<file path="config.mk">
export PLATFORM = sky130hd
export DESIGN_NAME = nr_recip_div
export DESIGN_NICKNAME = d
export VERILOG_FILES = /design/src/rtl/nrdiv_pkg.sv /design/src/rtl/nrdiv_sign.sv /design/src/rtl/nrdiv_lead_one.sv /design/src/rtl/nrdiv_mul.sv /design/src/rtl/nr_recip_div.sv
export SDC_FILE = /design/constraint.sdc
export NUM_CORES = 2
export LEC_CHECK = 0
export CAP_MARGIN = 20
export CORE_UTILIZATION = 35
export CTS_BUF_LIST = sky130_fd_sc_hd__clkbuf_8 sky130_fd_sc_hd__clkbuf_16
export CTS_CLUSTER_DIAMETER = 120
export DETAILED_ROUTE_END_ITERATION = 6
export DONT_BUFFER_PORTS = 1
export SYNTH_ARGS = -nofsm -noshare
export SYNTH_HDL_FRONTEND = slang
export SYNTH_SLANG_ARGS = --single-unit
</file>
<file path="constraint.sdc">
create_clock -name clk -period 8 [get_ports clk]
set_input_delay 0.8 -clock clk [delete_from_list [all_inputs] [get_ports clk]]
set_output_delay 0.8 -clock clk [all_outputs]
set_load 0.005 [all_outputs]
</file>
<file path="src/rtl/nrdiv_pkg.sv">
package nrdiv_pkg;

   // Sequencer states of the divider
   typedef enum logic [2:0] {
      ST_IDLE = 3'd0,   // waiting for start
      ST_NORM = 3'd1,   // left-align divisor, seed reciprocal
      ST_TX   = 3'd2,   // multiply: mantissa * reciprocal
      ST_YU   = 3'd3,   // multiply: reciprocal * (2 - t)
      ST_QA   = 3'd4,   // multiply: dividend magnitude * reciprocal
      ST_QM   = 3'd5,   // multiply: estimate * divisor magnitude
      ST_FIX  = 3'd6    // step the estimate until remainder is in range
   } nrdiv_state_e;

endpackage

</file>
<file path="src/rtl/nrdiv_sign.sv">
module nrdiv_sign #(
   parameter int W      = 16,
   parameter bit SIGNED = 1'b1
) (
   input  logic [W-1:0] val,
   output logic [W-1:0] mag,
   output logic         neg
);

   generate
      if (SIGNED) begin : g_twos
         // Magnitude of the most negative value is 2^(W-1), still W bits unsigned
         assign neg = val[W-1];
         assign mag = val[W-1] ? (~val + W'(1)) : val;
      end else begin : g_plain
         assign neg = 1'b0;
         assign mag = val;
      end
   endgenerate

endmodule

</file>
<file path="src/rtl/nrdiv_lead_one.sv">
module nrdiv_lead_one #(
   parameter int W  = 16,
   localparam int LW = (W > 1) ? $clog2(W) : 1
) (
   input  logic [W-1:0]  val,
   output logic [LW-1:0] pos
);

   // Each stage keeps the highest set bit seen so far
   logic [LW-1:0] chain [W+1];

   assign chain[0] = '0;

   generate
      for (genvar i = 0; i < W; i++) begin : g_scan
         assign chain[i+1] = val[i] ? LW'(i) : chain[i];
      end
   endgenerate

   assign pos = chain[W];

endmodule

</file>
<file path="src/rtl/nrdiv_mul.sv">
module nrdiv_mul #(
   parameter int AW     = 22,
   parameter int STAGES = 1
) (
   input  logic            clk,
   input  logic            rst_n,
   input  logic [AW-1:0]   op_a,
   input  logic [AW-1:0]   op_b,
   output logic [2*AW-1:0] prod
);

   logic [2*AW-1:0] pipe [STAGES];

   always_ff @(posedge clk or negedge rst_n) begin
      if (!rst_n) pipe[0] <= '0;
      else        pipe[0] <= op_a * op_b;
   end

   generate
      for (genvar s = 1; s < STAGES; s++) begin : g_stage
         always_ff @(posedge clk or negedge rst_n) begin
            if (!rst_n) pipe[s] <= '0;
            else        pipe[s] <= pipe[s-1];
         end
      end
   endgenerate

   assign prod = pipe[STAGES-1];

endmodule

</file>
<file path="src/rtl/nr_recip_div.sv">
module nr_recip_div
   import nrdiv_pkg::*;
#(
   parameter int W          = 16,
   parameter int GUARD      = 4,
   parameter int ITERS      = 5,
   parameter int MUL_STAGES = 1,
   parameter bit SIGNED     = 1'b1
) (
   input  logic         clk,
   input  logic         rst_n,
   input  logic         start,
   input  logic [W-1:0] dividend,
   input  logic [W-1:0] divisor,
   output logic         busy,
   output logic         done,
   output logic         div_err,
   output logic [W-1:0] quotient
);

   localparam int FB = W + GUARD;            // fraction bits of reciprocal
   localparam int MW = FB + 2;               // multiplier operand width
   localparam int PW = 2 * MW;               // product width
   localparam int LW = $clog2(W);            // leading-one index width
   localparam int SW = $clog2(W + 1);        // exponent width (1..W)
   localparam int QW = W + 1;                // estimate width
   localparam int RW = W + 3;                // signed remainder width
   localparam int IW = $clog2(ITERS + 1);
   localparam int CW = $clog2(MUL_STAGES + 1);
   localparam logic [MW-1:0] Y_ONE = MW'(1) << FB;
   localparam logic [MW-1:0] Y_TWO = MW'(1) << (FB + 1);

   // Elaboration-time parameter checks
   generate
      if (W < 4)                           begin : g_bad_w     $error("W must be at least 4");            end
      if (GUARD < 2)                       begin : g_bad_guard $error("GUARD must be at least 2");        end
      if (ITERS < 1)                       begin : g_bad_iters $error("ITERS must be at least 1");        end
      if (MUL_STAGES < 1 || MUL_STAGES > 4) begin : g_bad_mul  $error("MUL_STAGES must be in 1..4");      end
   endgenerate

   nrdiv_state_e          state;
   logic [W-1:0]          a_mag, m_mag;
   logic                  q_neg;
   logic [MW-1:0]         dn, y, u;
   logic [SW-1:0]         sh_p;
   logic [QW-1:0]         qv;
   logic signed [RW-1:0]  rem;
   logic [IW-1:0]         iter;
   logic [CW-1:0]         cnt;
   logic                  busy_q, done_q, err_q;
   logic [W-1:0]          quot_q;

   // Operand preparation
   logic [W-1:0] dvd_mag, dvs_mag;
   logic         dvd_neg, dvs_neg;

   nrdiv_sign #(.W(W), .SIGNED(SIGNED)) u_sgn_a (.val(dividend), .mag(dvd_mag), .neg(dvd_neg));
   nrdiv_sign #(.W(W), .SIGNED(SIGNED)) u_sgn_b (.val(divisor),  .mag(dvs_mag), .neg(dvs_neg));

   // Normalisation of the stored divisor magnitude
   logic [LW-1:0] lz_pos;
   logic [MW-1:0] dn_next;
   logic [SW-1:0] p_next;

   nrdiv_lead_one #(.W(W)) u_lead (.val(m_mag), .pos(lz_pos));

   always_comb begin
      dn_next = MW'(m_mag) << (FB - 1 - int'(lz_pos));
      p_next  = SW'(lz_pos) + SW'(1);
   end

   // Shared multiplier and its operand select
   logic [MW-1:0] mul_a, mul_b;
   logic [PW-1:0] prod;

   always_comb begin
      mul_a = '0;
      mul_b = '0;
      unique case (state)
         ST_TX: begin mul_a = dn;          mul_b = y;          end
         ST_YU: begin mul_a = y;           mul_b = u;          end
         ST_QA: begin mul_a = MW'(a_mag);  mul_b = y;          end
         ST_QM: begin mul_a = MW'(qv);     mul_b = MW'(m_mag); end
         default: ;
      endcase
   end

   nrdiv_mul #(.AW(MW), .STAGES(MUL_STAGES)) u_mul (
      .clk   (clk),
      .rst_n (rst_n),
      .op_a  (mul_a),
      .op_b  (mul_b),
      .prod  (prod)
   );

   // Views of the product used by each step
   logic [MW-1:0]        prod_fx;
   logic [QW-1:0]        q_est;
   logic signed [RW-1:0] rem_next, m_ext;
   logic                 mul_ok;
   logic [W-1:0]         q_low;

   always_comb begin
      prod_fx  = MW'(prod >> FB);
      q_est    = QW'(prod >> (FB + int'(sh_p)));
      rem_next = $signed({3'b000, a_mag}) - $signed(prod[RW-1:0]);
      m_ext    = $signed({3'b000, m_mag});
      mul_ok   = (cnt == CW'(MUL_STAGES));
      q_low    = qv[W-1:0];
   end

   // Sequencer
   always_ff @(posedge clk or negedge rst_n) begin
      if (!rst_n) begin
         state  <= ST_IDLE;
         a_mag  <= '0;
         m_mag  <= '0;
         q_neg  <= 1'b0;
         dn     <= '0;
         y      <= '0;
         u      <= '0;
         sh_p   <= '0;
         qv     <= '0;
         rem    <= '0;
         iter   <= '0;
         cnt    <= '0;
         busy_q <= 1'b0;
         done_q <= 1'b0;
         err_q  <= 1'b0;
         quot_q <= '0;
      end else begin
         done_q <= 1'b0;
         unique case (state)
            ST_IDLE: begin
               if (start) begin
                  if (divisor == '0) begin
                     done_q <= 1'b1;
                     err_q  <= 1'b1;
                     quot_q <= '0;
                  end else begin
                     a_mag  <= dvd_mag;
                     m_mag  <= dvs_mag;
                     q_neg  <= dvd_neg ^ dvs_neg;
                     busy_q <= 1'b1;
                     state  <= ST_NORM;
                  end
               end
            end
            ST_NORM: begin
               dn    <= dn_next;
               sh_p  <= p_next;
               y     <= Y_ONE;
               iter  <= '0;
               cnt   <= '0;
               state <= ST_TX;
            end
            ST_TX: begin
               if (!mul_ok) cnt <= cnt + CW'(1);
               else begin
                  cnt   <= '0;
                  u     <= Y_TWO - prod_fx;
                  state <= ST_YU;
               end
            end
            ST_YU: begin
               if (!mul_ok) cnt <= cnt + CW'(1);
               else begin
                  cnt  <= '0;
                  y    <= prod_fx;
                  iter <= iter + IW'(1);
                  if (iter == IW'(ITERS - 1)) state <= ST_QA;
                  else                        state <= ST_TX;
               end
            end
            ST_QA: begin
               if (!mul_ok) cnt <= cnt + CW'(1);
               else begin
                  cnt   <= '0;
                  qv    <= q_est;
                  state <= ST_QM;
               end
            end
            ST_QM: begin
               if (!mul_ok) cnt <= cnt + CW'(1);
               else begin
                  cnt   <= '0;
                  rem   <= rem_next;
                  state <= ST_FIX;
               end
            end
            ST_FIX: begin
               if (rem < 0) begin
                  rem <= rem + m_ext;
                  qv  <= qv - QW'(1);
               end else if (rem >= m_ext) begin
                  rem <= rem - m_ext;
                  qv  <= qv + QW'(1);
               end else begin
                  quot_q <= q_neg ? (W'(0) - q_low) : q_low;
                  err_q  <= 1'b0;
                  done_q <= 1'b1;
                  busy_q <= 1'b0;
                  state  <= ST_IDLE;
               end
            end
            default: state <= ST_IDLE;
         endcase
      end
   end

   assign busy     = busy_q;
   assign done     = done_q;
   assign div_err  = err_q;
   assign quotient = quot_q;

endmodule

</file>
==> impl_metrics.env <==
export IMPL_top_usage_layer="met2"
export IMPL_grt_pass1_wl_mm=156
export IMPL_wl_per_cell_um=20.9
export IMPL_syn_cell_area_sq_um=30300
export IMPL_clkLatencyLatePin_ns=0.56
export IMPL_timing_setup_tns_ns=0
export IMPL_start_kind="flip-flop"
export IMPL_fin_nets=4365
export IMPL_status="completed"
export IMPL_overflow=0
export IMPL_yosys_most_used_dff="dfrtp_1"
export IMPL_drv_cap=0
export IMPL_num_io_pins=54
export IMPL_finalMaxSlewViolations=0
export IMPL_finalHoldViolations=0
export IMPL_synth_top_area_share_pct=26.5
export IMPL_firstDrtPassIters=6
export IMPL_synthArstFlopShare_pct=100
export IMPL_dp_cells=4775
export IMPL_grt_util_met2_pct=37.0
export IMPL_ys_seq_elements=209
export IMPL_layout_drive_gt1_share_pct=13.5
export IMPL_seq_area_frac_synth_pct=17.3
export IMPL_die_y_um=296
export IMPL_synthMuxAreaShare_pct=3.73
export IMPL_synth_top_family_by_area="adder cells"
export IMPL_yosys_area_share_simple_pct=15.5
export IMPL_grt_max_degree=191
export IMPL_met1_usage_pct=33.6
export IMPL_cp_required_ns=8.44
export IMPL_synth_area_leader_cell="fa_1"
export IMPL_synth_xor_area_share_pct=3.97
export IMPL_synth_fa_ha_area_share_pct=36.2
export IMPL_place_hpwl_mm=83.4
export IMPL_synth_compound_area_share_pct=14.3
export IMPL_clock_fmax_ghz=0.128
export IMPL_holdCritPathClass="input pin to asynchronous set/reset pin"
export IMPL_n_fill_cell=8677
export IMPL_period_share_pct=97.6
export IMPL_syn2layout_area_growth_pct=15.9
export IMPL_critPathMaxStageDelay_ns=0.56
export IMPL_core_sq_um=85400
export IMPL_antenna_found_initial=0
export IMPL_end_kind="flip-flop"
export IMPL_cts_tree="built"
export IMPL_critical_path_class="flip-flop to flip-flop"
export IMPL_skew_ns=0.0281
export IMPL_via_per_inst=5.36
export IMPL_syn_avg_cell_area_sq_um=8.62
export IMPL_grtUsageMet3_pct=2.62
export IMPL_dieArea_sq_um=87600
export IMPL_ys_warnings_count=0
export IMPL_h_tree_depth=1
export IMPL_drt_total_wl_mm=102
export IMPL_grt_total_usage_pct=23.5
export IMPL_cpMostUsedCell="fa_1"
export IMPL_drcViolationCount=0
export IMPL_grt_pass1_vias=25900
export IMPL_fin_crit_ns=7.81
export IMPL_setup_ws_ns=0.190
export IMPL_worstMarginPinSlew_ns=1.06
export IMPL_preCtsSetupSlack_ns=-0.313
export IMPL_syn_nets=4180
export IMPL_globalplace_congestion=0.990
export IMPL_slew_limit_headroom_pct=29.4
export IMPL_path_max_fanout=27
export IMPL_synth_cell_types=86
export IMPL_clk_path_buf_depth=3
export IMPL_via_count=26100
export IMPL_fin_cells=4858
export IMPL_syn_inst=3511
export IMPL_io_buffers=0
export IMPL_cts_made_buffers=25
export IMPL_worst_path_max_delay_cell="fa_1"
export IMPL_cts_sinks=209
export IMPL_rsz0062_at_grt="yes"
export IMPL_start_util_pct=35.4
export IMPL_synth_edff_count=0
export IMPL_num_antenna_cells=0
export IMPL_postRouteAntennaNets=0
export IMPL_clkTransAtPathRegs_ns=0.06
export IMPL_root_buffer="clkbuf_16"
export IMPL_synth_area_leaders="fa_1, dfrtp_1, ha_1, inv_1, nand2_1"
export IMPL_drtIter0Drc=2304
export IMPL_dieWidth_um=296
export IMPL_crit_arrival_ns=8.25
export IMPL_num_rows=107
export IMPL_setup_viol=0
[what timing repair did]
item,CTS,global route
pin swaps,0,35
gates resized for setup,10,95
buffers inserted,0,32
endpoints found under the hold margin,190,0
hold buffers,2,0
setup endpoints to repair,6,17
cloned,0,2
[registers in the layout (all words and copies together), names as in the netlist, 3 cells and up]
signal,count
qv,17
iter,3
dn,22
y,22
a_mag,16
quotient,16
rem,19
u_mul.prod,43
state,3
sh_p,5
u,22
m_mag,16
[synth_stat cells (8+ instances only)]
cell and count:
ha_1 233, inv_1 536, mux4_2 12, a221oi_1 14
a22o_1 61, or3_1 44, a21o_1 37, and2_1 27
a21oi_1 136, buf_2 15, o21ai_1 11, fa_1 401
dfrtp_1 209, o21bai_1 10, xor2_1 51, nand3_1 25
nand4_1 9, clkbuf_1 150, nor2b_1 25, o21a_1 13
a31oi_1 19, xnor2_1 86, buf_1 10, o21ai_0 149
o41ai_1 8, nor2_1 331, a22oi_1 29, nor3_1 44
o22ai_1 20, nand2_1 458, mux2i_1 71, o211ai_1 13
a211oi_1 28, o31ai_1 26, nor4_1 20, nand2b_1 33
or2_2 14, o22a_1 8, mux2_2 13, and3_1 13
[per-layer routing]
metal | part of all wire [%] | vias to the layer above
met2 | 45 | 980
met5 | 0 | -
li1 | - | 11800
met3 | 6.6 | 179
met1 | 45 | 13100
met4 | 3.8 | 0
[stage by stage]
step / cell area (sq um) / utilization [%] / hold slack [ns]
after detailed placement: 33500 / 39.2 / 0.471
after floorplan: 30300 / - / 0.449
after global placement: 33500 / 39.2 / 0.469
final: 35100 / 41.1 / 0.303
after global routing: 35100 / 41.1 / 0.428
after CTS: 34300 / 40.2 / 0.393
[area by class of cell]
cell class,count,area [sq um],share of cell area [%]
Timing Repair Buffer,337,2930,8.34
Tap cell,1144,1430,4.08
Sequential cell,209,5240,14.9
Inverter,539,2030,5.78
Clock inverter,13,96.3,0.275
Multi-Input combinational cell,2584,22600,64.5
Clock buffer,32,722,2.06
[critical path, delay by kind of cell (launching register included)]
| family | cells | cell delay, ns |
|---|---|---|
| AO/OA/AOI/OAI | 9 | 1.97 |
| adder cells (fa/ha/maj) | 9 | 3.87 |
| buffers and inverters | 6 | 0.76 |
| flip-flops | 1 | 0.41 |
| AND/OR/NAND/NOR | 2 | 0.63 |
[logic make-up after synthesis]
logic type | after synthesis
multiplexers | 96
AO/OA/AOI/OAI | 647
buffers and inverters | 718
XOR/XNOR | 137
flip-flops | 209
adder cells (fa/ha/maj) | 634
AND/OR/NAND/NOR | 1070
[path summary, 6_finish.rpt]
kind                         startpoint             end  slack, ns  cells after the start
max in group asynchronous         rst_n        state[0]       6.83                      1
hold reg to reg                   u[17]           u[17]       0.49                      2
setup reg to reg               state[1]  u_mul.prod[43]       0.19                     26
min in group clk           dividend[15]       a_mag[15]       0.41                      2
setup / recovery               state[1]  u_mul.prod[43]       0.19                     26
hold / removal                    rst_n            u[9]       0.30                      1
[cells in the final DEF, fill, tap and decap left out, types with 26 or more instances in the layout]
master / instances
a211oi_1: 27
xnor2_1: 85
a22o_1: 57
nand2_1: 456
fa_1: 397
xor2_1: 51
nor3_1: 38
mux2i_1: 70
buf_4: 296
nor2_1: 316
o31ai_1: 26
nand2b_1: 32
a21oi_1: 134
or3_1: 43
dfrtp_1: 207
and2_1: 26
o21ai_0: 144
inv_1: 538
a22oi_1: 29
ha_1: 224
clkbuf_16: 27
a21o_1: 35
Power is left out: the tool's default activity adds up to more than one toggle a clock period on the data nets, which glitch-free logic cannot reach.
